<file path="config.mk">
export PLATFORM = sky130hd
export DESIGN_NAME = rsd_stream_demux
export DESIGN_NICKNAME = d
export VERILOG_FILES = /design/src/rtl/rsd_pkg.sv /design/src/rtl/rsd_symbol_track.sv /design/src/rtl/rsd_reset_gen.sv /design/src/rtl/rsd_port_fanout.sv /design/src/rtl/rsd_stream_demux.sv
export SDC_FILE = /design/constraint.sdc
export NUM_CORES = 1
export LEC_CHECK = 0
export BUFFER_PORTS_ARGS = -buffer_cell sky130_fd_sc_hd__buf_2
export CAP_MARGIN = 10
export CORE_ASPECT_RATIO = 0.6
export CORE_MARGIN = 5
export CORE_UTILIZATION = 33
export DETAILED_ROUTE_END_ITERATION = 8
export PLACE_DENSITY = 0.83
export SETUP_SLACK_MARGIN = 0.02
export SKIP_LAST_GASP = 1
export SLEW_MARGIN = 20
export SYNTH_ARGS = -nofsm -noshare
export SYNTH_HDL_FRONTEND = slang
export SYNTH_SLANG_ARGS = --single-unit
</file>
<file path="constraint.sdc">
create_clock -name clk -period 2 [get_ports clk]
set_input_delay 0.3 -clock clk [delete_from_list [all_inputs] [get_ports clk]]
set_output_delay 0.3 -clock clk [all_outputs]
set_load 0.01 [all_outputs]
</file>
<file path="src/rtl/rsd_pkg.sv">
package rsd_pkg;
  localparam int NPATH = 5;
  localparam int SEL_W = 3;
  typedef logic [SEL_W-1:0] sel_t;
  localparam sel_t SEL_HDR  = 3'd0;
  localparam sel_t SEL_DROP = 3'd7;

  // Map a data rate in kbps to its payload path; SEL_DROP for an illegal rate.
  function automatic sel_t rate_path(input int unsigned kbps);
    case (kbps)
      6000,  9000:  rate_path = 3'd1;
      12000, 18000: rate_path = 3'd2;
      24000, 36000: rate_path = 3'd3;
      48000, 54000: rate_path = 3'd4;
      default:      rate_path = SEL_DROP;
    endcase
  endfunction

  // Path for a symbol that starts now.
  function automatic sel_t start_path(input logic hdr, input int unsigned kbps);
    start_path = hdr ? SEL_HDR : rate_path(kbps);
  endfunction
endpackage

</file>
<file path="src/rtl/rsd_symbol_track.sv">
module rsd_symbol_track
  import rsd_pkg::*;
#(
  parameter int RATE_W = 16
) (
  input  logic              clk,
  input  logic              rst_n,
  input  logic              hdr_busy,
  input  logic [RATE_W-1:0] rate_kbps,
  input  logic              in_fire,
  input  logic              in_last,
  output sel_t              cur_sel,
  output logic              mid_sym
);
  sel_t held_q;
  logic mid_q;
  sel_t fresh_sel;

  assign fresh_sel = start_path(hdr_busy, 32'(rate_kbps));
  assign cur_sel   = mid_q ? held_q : fresh_sel;
  assign mid_sym   = mid_q;

  always_ff @(posedge clk) begin
    if (!rst_n) begin
      mid_q  <= 1'b0;
      held_q <= SEL_HDR;
    end else if (in_fire) begin
      mid_q  <= !in_last;
      held_q <= cur_sel;
    end
  end

  p_hold_sel_r3: assert property (@(posedge clk) disable iff (!rst_n)
    (in_fire && !in_last) |=> (cur_sel == $past(cur_sel)));

  p_boundary_r3: assert property (@(posedge clk) disable iff (!rst_n)
    (in_fire && in_last) |=> !mid_sym);
endmodule

</file>
<file path="src/rtl/rsd_reset_gen.sv">
module rsd_reset_gen
  import rsd_pkg::*;
#(
  parameter int RATE_W = 16
) (
  input  logic              clk,
  input  logic              rst_n,
  input  logic              frame_end,
  input  logic [RATE_W-1:0] rate_kbps,
  output logic [NPATH-1:0]  path_rst
);
  sel_t rate_sel;
  logic [NPATH-1:0] rst_q;

  assign rate_sel = rate_path(32'(rate_kbps));
  assign path_rst = rst_q;

  always_ff @(posedge clk) begin
    if (!rst_n) rst_q[0] <= 1'b0;
    else        rst_q[0] <= frame_end;
  end

  for (genvar i = 1; i < NPATH; i++) begin : g_payload_rst
    always_ff @(posedge clk) begin
      if (!rst_n) rst_q[i] <= 1'b0;
      else        rst_q[i] <= frame_end && (rate_sel == sel_t'(i));
    end
  end

  p_hdr_rst_r6: assert property (@(posedge clk) disable iff (!rst_n)
    frame_end |=> path_rst[0]);

  p_quiet_r6: assert property (@(posedge clk) disable iff (!rst_n)
    !frame_end |=> (path_rst == '0));

  p_one_payload_r7: assert property (@(posedge clk) disable iff (!rst_n)
    $countones(path_rst[NPATH-1:1]) <= 1);
endmodule

</file>
<file path="src/rtl/rsd_port_fanout.sv">
module rsd_port_fanout
  import rsd_pkg::*;
(
  input  logic             in_valid,
  input  sel_t             sel,
  input  logic [NPATH-1:0] out_ready,
  output logic [NPATH-1:0] out_valid,
  output logic             in_ready,
  output logic             drop
);
  logic [NPATH-1:0] hit;

  for (genvar i = 0; i < NPATH; i++) begin : g_port
    assign hit[i]       = (sel == sel_t'(i));
    assign out_valid[i] = in_valid && hit[i];
  end

  assign drop     = (sel == SEL_DROP);
  assign in_ready = drop || (|(hit & out_ready));
endmodule

</file>
<file path="src/rtl/rsd_stream_demux.sv">
module rsd_stream_demux
  import rsd_pkg::*;
#(
  parameter int DATA_W = 32,
  parameter int RATE_W = 16
) (
  input  logic              clk,
  input  logic              rst_n,
  input  logic              in_valid,
  output logic              in_ready,
  input  logic [DATA_W-1:0] in_data,
  input  logic              in_last,
  input  logic              hdr_busy,
  input  logic [RATE_W-1:0] rate_kbps,
  input  logic              frame_end,
  output logic [4:0]        out_valid,
  input  logic [4:0]        out_ready,
  output logic [DATA_W-1:0] out_data,
  output logic              out_last,
  output logic [4:0]        path_rst,
  output logic              rate_err
);
  sel_t cur_sel;
  logic mid_sym;
  logic in_fire;
  logic drop;
  logic err_q;

  assign in_fire  = in_valid && in_ready;
  assign out_data = in_data;
  assign out_last = in_last;
  assign rate_err = err_q;

  rsd_symbol_track #(.RATE_W(RATE_W)) u_track (
    .clk(clk), .rst_n(rst_n), .hdr_busy(hdr_busy), .rate_kbps(rate_kbps),
    .in_fire(in_fire), .in_last(in_last), .cur_sel(cur_sel), .mid_sym(mid_sym)
  );

  rsd_port_fanout u_fan (
    .in_valid(in_valid), .sel(cur_sel), .out_ready(out_ready),
    .out_valid(out_valid), .in_ready(in_ready), .drop(drop)
  );

  rsd_reset_gen #(.RATE_W(RATE_W)) u_rst (
    .clk(clk), .rst_n(rst_n), .frame_end(frame_end), .rate_kbps(rate_kbps),
    .path_rst(path_rst)
  );

  always_ff @(posedge clk) begin
    if (!rst_n) err_q <= 1'b0;
    else        err_q <= in_valid && drop;
  end

  p_onehot_r4: assert property (@(posedge clk) disable iff (!rst_n)
    $onehot0(out_valid));

  p_out_fire_r4: assert property (@(posedge clk) disable iff (!rst_n)
    (|(out_valid & out_ready)) |-> in_fire);

  p_drop_r5: assert property (@(posedge clk) disable iff (!rst_n)
    (in_valid && drop) |-> (in_ready && out_valid == '0));

  p_err_cause_r5: assert property (@(posedge clk) disable iff (!rst_n)
    (in_valid && drop) |=> rate_err);

  p_hdr_route_r1: assert property (@(posedge clk) disable iff (!rst_n)
    (!mid_sym && hdr_busy && in_valid) |-> out_valid[0]);
endmodule

</file>
==> reports/qor.log, run 1 <==
qor: sta.final_period_util 123%
qor: sta.finClkSkew 4.84 ps
qor: run_status.outcome complete, but fails checks
qor: sta.layout_min_cycle_time 2460 ps
qor: placed_design.post-place-cells 216
qor: worst_hold_path.hold_path_class in -> reg
qor: sta.tightestPinTransition 336 ps
qor: placed_design.placement_cell_area 0.00130 mm^2
qor: sta.setup_tns -3130 ps
qor: global_route.grt_pass1_vias 1123
qor: routing.vias 1275
qor: clock_network.cts-htree-levels 1
qor: sta.count_of_final_setup_violators 10
qor: floorplanning.die_h 54.3 um
qor: global_route.maximum_number_of_pins_on_one_net_before_global_route_repair 10
qor: cells_and_area.final_cell_area 0.00158 mm^2
qor: power.p_leak 0.704 nW
qor: cells_and_area.drive_above_1_share 59.0%
qor: routing.drc_violations_left 0
qor: synth.post-synth-top-area-fraction 22.9%
qor: floorplanning.dieWidth 83.8 um
qor: power.power_density 472 mW/mm^2
qor: global_route.grt_pass1_wl 5150 um
qor: run.drv.max_cap_violation_count 0
qor: cells_and_area.nNetsFinal 243
qor: clock_network.tritoncts_buffers 3
qor: clock_network.cts_num_sinks 10
qor: clock_network.clkLatencyLatePin 250 ps
qor: critical_path.timing.setup.critical_path_class in -> out
qor: synth.syn_area 0.00108 mm^2
qor: synth.synth-warning-count 0
qor: synth.post_synth_most_frequent_cells 33 x sky130_fd_sc_hd__buf_4, 15 x sky130_fd_sc_hd__nor2_1, 10 x sky130_fd_sc_hd__dfxtp_1, 10 x sky130_fd_sc_hd__nand2_1, 5 x sky130_fd_sc_hd__nor2b_1
qor: placed_design.port-buffer-count 39
qor: floorplanning.ioPinCount 104
qor: critical_path.worst_setup_path_start_kind input pin
qor: synth.synthFlopType sky130_fd_sc_hd__dfxtp_1
qor: run_status.violations negative setup slack
qor: floorplanning.core 0.00320 mm^2
qor: placed_design.detailedPlacementHpwl 2370 um
qor: synth.post-synth-top-area-cell sky130_fd_sc_hd__buf_4
qor: synth.avgSynthCellArea 7.94 um^2
qor: clock_network.cts_hold_buffers 0
qor: sta.maxSlewViolCount 0
qor: synth.synth_top_cells_by_area sky130_fd_sc_hd__buf_4 23%, sky130_fd_sc_hd__dfxtp_1 19%, sky130_fd_sc_hd__nor2_1 5.2%
qor: cells_and_area.synth_to_final_area_change 46.4%
qor: synth.synth.ff_latch_count 10
qor: synth.postSynth.asyncResetShare 0%
qor: floorplanning.initial_core_util 33.7%
qor: critical_path.timing.critical_path.fanout_max 5
qor: synth.synth_enable_flop_cells 0
qor: clock_network.cts.clk_slew.worst_paths 50 ps
qor: floorplanning.num_rows 16
qor: critical_path.cp_endpoint_kind primary output
qor: clock_network.ctsLongestPathBuffers 2
qor: sta.tightest_slew_margin_relative_to_the_limit 77.5%
qor: routing.drt.antenna.violating_nets 0
qor: synth.most_common_cell_in_the_netlist sky130_fd_sc_hd__buf_4
qor: routing.drt_pass1_iterations 8
qor: sta.postLayoutSetupSlackWorst -461 ps
qor: global_route.antenna_found_initial 0
qor: critical_path.cp.arrival 2160 ps
qor: synth.yosysUniqueCellTypes 39
qor: placed_design.dpl_worst_slack -460 ps
qor: synth.synth.yosys.seq_area_share 18.5%
qor: routing.avgViaCountPerCell 5.59
qor: cells_and_area.layoutNonFillerInstCount 228
qor: synth.netlist_instances 136
qor: power.ir_worst_vdd 0.230 mV
qor: global_route.global_route.usage.total 14.5%
qor: floorplanning.die_area 0.00455 mm^2
qor: cells_and_area.diodes 0
qor: critical_path.crit_required 1700 ps
qor: synth.synth_fp_nets 195
qor: clock_network.cts_tree done
qor: clock_network.clk_root_buffer_cell sky130_fd_sc_hd__clkbuf_8
qor: routing.wirelength 3740 um
qor: placed_design.globalplace.congestion 0.894
qor: global_route.gr-total-overflow 0
qor: sta.finalHoldViolations 0
qor: routing.post_drt_wl_per_cell 16.4 um
qor: sta.grt_setup_unrepaired yes
qor: routing.detail_route.iter0.violations 112
qor: sta.max_clock_freq 406 MHz
-- repair_timing --
item / in CTS / in global routing
setup endpoints to repair: 10 / 11
pin swaps: 15 / 15
resized for setup: 16 / 22
cloned: 0 / 0
setup buffers: 5 / 3
-- routing by layer --
layer / routed length [um] / GRT usage (%)
met2: 1700 / 24.0
met3: 376 / 6.47
met4: 133 / 6.15
met5: 0 / 0
met1: 1530 / 16.8
-- state kept, by name, summed over array words and instances (netlist names) --
signal           count
rate_err             1
u_rst.path_rst       5
u_track.held_q       3
u_track.mid_sym      1
-- critical path, stage by stage --
cell	delay (ps)
sky130_fd_sc_hd__buf_2	100
sky130_fd_sc_hd__nor3_2	180
sky130_fd_sc_hd__and3b_1	300
sky130_fd_sc_hd__o211ai_1	200
sky130_fd_sc_hd__buf_4	190
sky130_fd_sc_hd__a221o_1	320
sky130_fd_sc_hd__o211ai_1	290
sky130_fd_sc_hd__nor2b_1	160
sky130_fd_sc_hd__buf_2	130
-- report_power, final --
part	internal (mW)	switching, mW
sequential	0.209	0.00753
combinational	0.140	0.125
clock	0.174	0.0901
-- cell usage in the layout, fill, tap and decap left out, types with 2 or more instances in the layout --
cell type,n
sky130_fd_sc_hd__buf_4,36
sky130_fd_sc_hd__nor4_1,2
sky130_fd_sc_hd__dfxtp_1,10
sky130_fd_sc_hd__nor2b_1,2
sky130_fd_sc_hd__mux2i_1,3
sky130_fd_sc_hd__clkbuf_8,4
sky130_fd_sc_hd__nand4bb_1,2
sky130_fd_sc_hd__nor3b_2,2
sky130_fd_sc_hd__nand3_1,3
sky130_fd_sc_hd__and2_1,2
sky130_fd_sc_hd__nor4b_4,2
sky130_fd_sc_hd__inv_1,3
sky130_fd_sc_hd__buf_6,4
sky130_fd_sc_hd__o211ai_1,3
sky130_fd_sc_hd__nor2_1,12
sky130_fd_sc_hd__nor3_2,4
sky130_fd_sc_hd__and3_1,3
sky130_fd_sc_hd__nand2b_1,3
sky130_fd_sc_hd__nor2_2,2
sky130_fd_sc_hd__nand2_1,10
sky130_fd_sc_hd__nand4b_1,3
sky130_fd_sc_hd__buf_2,34
sky130_fd_sc_hd__nor2b_2,3
sky130_fd_sc_hd__a31oi_2,2
-- final timing paths --
check                                                    start                             end  slack [ps]  cells past startpoint
worst max register to register    u_track.mid_sym$_SDFFE_PN0P_  u_track.held_q[2]$_SDFFE_PN0P_        -160                      8
worst min register to register  u_track.held_q[0]$_SDFFE_PN0P_  u_track.held_q[0]$_SDFFE_PN0P_         460                      2
worst max-delay path                              rate_kbps[2]                        in_ready        -460                      9
worst min-delay path                                   in_last    u_track.mid_sym$_SDFFE_PN0P_         340                      3
-- metrics by stage --
step	hold slack, ps	utilization [%]	total power [mW]
global placement	447	40.6	0.412
finish	336	49.3	0.745
CTS	328	45.7	0.705
detailed placement	454	40.6	0.418
global route	356	49.3	0.773
floorplan	430	-	0.370
-- logic make-up after synthesis --
kind of cell	synth area share (%)
flops	18.5
compound gates	12.6
buf+inv	24.0
mux	3.71
simple gates	41.1
-- cell type report --
class,count,area (um^2)
sequential,10,200
inverter,3,11.3
fill,298,1620
multi-input combinational,90,749
clock buffer,4,55.1
tap,45,56.3
timing repair buffer,76,508
(Power assumes the default switching activity.)
==> inputs of run 2 (changes only) <==
--- a/config.mk
+++ b/config.mk
@@ -9,9 +9,10 @@
 export CAP_MARGIN = 10
 export CORE_ASPECT_RATIO = 0.6
 export CORE_MARGIN = 5
-export CORE_UTILIZATION = 33
+export CORE_UTILIZATION = 39
 export DETAILED_ROUTE_END_ITERATION = 8
-export PLACE_DENSITY = 0.83
+export PLACE_DENSITY = 0.85
+export REMOVE_ABC_BUFFERS = 1
 export SETUP_SLACK_MARGIN = 0.02
 export SKIP_LAST_GASP = 1
 export SLEW_MARGIN = 20
==> constraint.sdc (replaced) <==
create_clock -name clk -period 2.9 [get_ports clk]
set_input_delay 0.435 -clock clk [delete_from_list [all_inputs] [get_ports clk]]
set_output_delay 0.435 -clock clk [all_outputs]
set_load 0.01 [all_outputs]
==> run 2 against run 1 <==
Die area down 13%. Via count is 11% lower. Sequential share of layout area grew 3.8 points. The run now ends clean.
==> reports/qor.log, run 2 (synthesis gave the netlist of run 1 again) <==
qor: global_route.antenna_found_initial 0 [unchanged]
qor: clock_network.cts-htree-levels 1 [unchanged]
qor: routing.wirelength 3910 um [+4.7%]
qor: routing.drc_violations_left 0 [unchanged]
qor: sta.count_of_final_setup_violators 0 [-10]
qor: routing.drt_pass1_iterations 5 [-3]
qor: floorplanning.die_area 0.00396 mm^2 [-13%]
qor: cells_and_area.number_of_flip_flops_under_the_largest_register_name 5 [unchanged]
qor: global_route.grt_pass1_vias 1027 [-8.5%]
qor: cells_and_area.layout.core_utilization 47.1% [-2.3 points]
qor: routing.post_drt_wl_per_cell 21.1 um [+29%]
qor: cells_and_area.layout.cells.most_common_list 39 x sky130_fd_sc_hd__buf_2, 14 x sky130_fd_sc_hd__nor2_1, 10 x sky130_fd_sc_hd__nand2_1, 10 x sky130_fd_sc_hd__dfxtp_1, 7 x sky130_fd_sc_hd__buf_4
qor: floorplanning.num_rows 14 [-2]
qor: critical_path.cp.arrival 2410 ps [+250 ps]
qor: routing.drt.antenna.violating_nets 0 [unchanged]
qor: clock_network.cts_hold_buffers 0 [unchanged]
qor: cells_and_area.layoutNonFillerInstCount 185 [-19%]
qor: run_status.outcome finished clean
qor: clock_network.ctsLongestPathBuffers 2 [unchanged]
qor: sta.finalHoldViolations 0 [unchanged]
qor: sta.finClkSkew 6.05 ps [+1.21 ps]
qor: sta.final_period_util 98.0%
qor: floorplanning.ioPinCount 104 [unchanged]
qor: placed_design.post-place-cells 176 [-19%]
qor: floorplanning.dieWidth 77.9 um [-7.1%]
qor: clock_network.cts_num_sinks 10 [unchanged]
qor: cells_and_area.layout_commonest_cell sky130_fd_sc_hd__buf_2
qor: routing.detail_route.iter0.violations 182 [+63%]
qor: cells_and_area.diodes 0 [unchanged]
qor: worst_hold_path.hold_path_class reg -> reg
qor: sta.layout_min_cycle_time 2840 ps
qor: clock_network.clkLatencyLatePin 240 ps [about the same]
qor: critical_path.crit_required 2470 ps [+770 ps]
qor: critical_path.timing.setup.critical_path_class in -> out
qor: clock_network.clk_root_buffer_cell sky130_fd_sc_hd__clkbuf_8
qor: power.power_after_layout 0.447 mW [-40%]
qor: floorplanning.initial_core_util 41.9% [+8.2 points]
qor: power.ir_worst_vdd 0.192 mV [-17%]
qor: power.p_leak 0.537 nW [-24%]
qor: routing.avgViaCountPerCell 6.12 [+9.4%]
qor: placed_design.globalplace.congestion 0.978 [+9.4%]
qor: run.drv.max_cap_violation_count 0 [unchanged]
qor: sta.tightestPinTransition 337 ps [+1.24 ps]
qor: clock_network.cts.clk_slew.worst_paths 50 ps [about the same]
qor: global_route.global_route.usage.total 18.1% [+3.6 points]
qor: sta.max_clock_freq 352 MHz
qor: critical_path.worst_setup_path_start_kind input pin
qor: cells_and_area.drive_above_1_share 41.8% [-17 points]
qor: routing.vias 1132 [-11%]
qor: placed_design.port-buffer-count 39 [unchanged]
qor: cells_and_area.synth_to_final_area_change 12.3%
qor: critical_path.cp_endpoint_kind primary output
qor: global_route.grt_pass1_wl 5500 um [+6.7%]
qor: sta.tightest_slew_margin_relative_to_the_limit 77.5% [-0.083 points]
qor: global_route.maximum_number_of_pins_on_one_net_before_global_route_repair 10 [unchanged]
qor: global_route.gr-total-overflow 0 [unchanged]
qor: power.power_density 369 mW/mm^2 [-22%]
qor: clock_network.cts_tree done
qor: placed_design.detailedPlacementHpwl 2960 um [+25%]
qor: clock_network.tritoncts_buffers 3 [unchanged]
qor: critical_path.timing.critical_path.fanout_max 7 [+2]
qor: floorplanning.core 0.00257 mm^2 [-20%]
qor: floorplanning.die_h 50.8 um [-6.5%]
qor: cells_and_area.nNetsFinal 213 [-12%]
qor: sta.maxSlewViolCount 0 [unchanged]
==> run 2: final cells by class <==
type / count / area, um^2
clock buffer: 4 / 55.1
sequential: 10 / 200
inverter: 3 / 11.3
timing repair buffer: 46 / 248
tap: 32 / 40.0
multi-input combinational: 90 / 658
fill: 238 / 1360
==> run 2: critical path, stage by stage <==
cell,delay (ps)
sky130_fd_sc_hd__buf_2,140
sky130_fd_sc_hd__nand4b_1,240
sky130_fd_sc_hd__buf_4,190
sky130_fd_sc_hd__nor4b_2,250
sky130_fd_sc_hd__o211ai_1,180
sky130_fd_sc_hd__a32o_2,350
sky130_fd_sc_hd__and3_1,210
sky130_fd_sc_hd__nor3_2,210
sky130_fd_sc_hd__nor2b_1,60
sky130_fd_sc_hd__buf_2,140
==> run 2: routing by layer <==
metal / vias to the layer above / track usage (%) / wire length [um]
met5: - / 7.50 / 0
met4: 0 / 1.69 / 55
met3: 8 / 13.8 / 617
met2: 98 / 22.2 / 1540
met1: 528 / 24.6 / 1700
li1: 498 / - / -
==> run 2: what timing repair did <==
action	in CTS	in global routing
setup endpoints to repair	1	1
resized for setup	1	7
setup buffers	0	5
pin swaps	1	6
hold endpoints to repair	0	0
==> run 2: path summary, 6_finish.rpt <==
check,startpoint,depth (start not counted),to,slack (ps)
max,rate_kbps[13],10,in_ready,60
min reg2reg,u_track.held_q[0]$_SDFFE_PN0P_,2,u_track.held_q[0]$_SDFFE_PN0P_,460
min,u_track.held_q[0]$_SDFFE_PN0P_,2,u_track.held_q[0]$_SDFFE_PN0P_,460
max reg2reg,u_track.mid_sym$_SDFFE_PN0P_,8,u_track.held_q[2]$_SDFFE_PN0P_,890
==> run 2: per-stage QoR <==
| step | worst slack [ps] | TNS, ps | area (um^2) | hold WS [ps] |
|---|---|---|---|---|
| finish | 56.9 | 0 | 1210 | 465 |
| detailed placement | 57.2 | 0 | 1080 | 466 |
| global placement | 109 | 0 | 1080 | 441 |
| CTS | 24.3 | 0 | 1140 | 474 |
| global route | -54.5 | -62.7 | 1210 | 500 |
| floorplan | 553 | 0 | 832 | 430 |
==> run 2: where the power goes <==
part | total, mW | internal (mW) | leakage [nW] | switching (mW)
combinational | 0.122 | 0.0559 | 0.427 | 0.0657
sequential | 0.150 | 0.144 | 0.0815 | 0.00604
clock | 0.176 | 0.119 | 0.0288 | 0.0562
total | 0.447 | 0.319 | 0.537 | 0.128
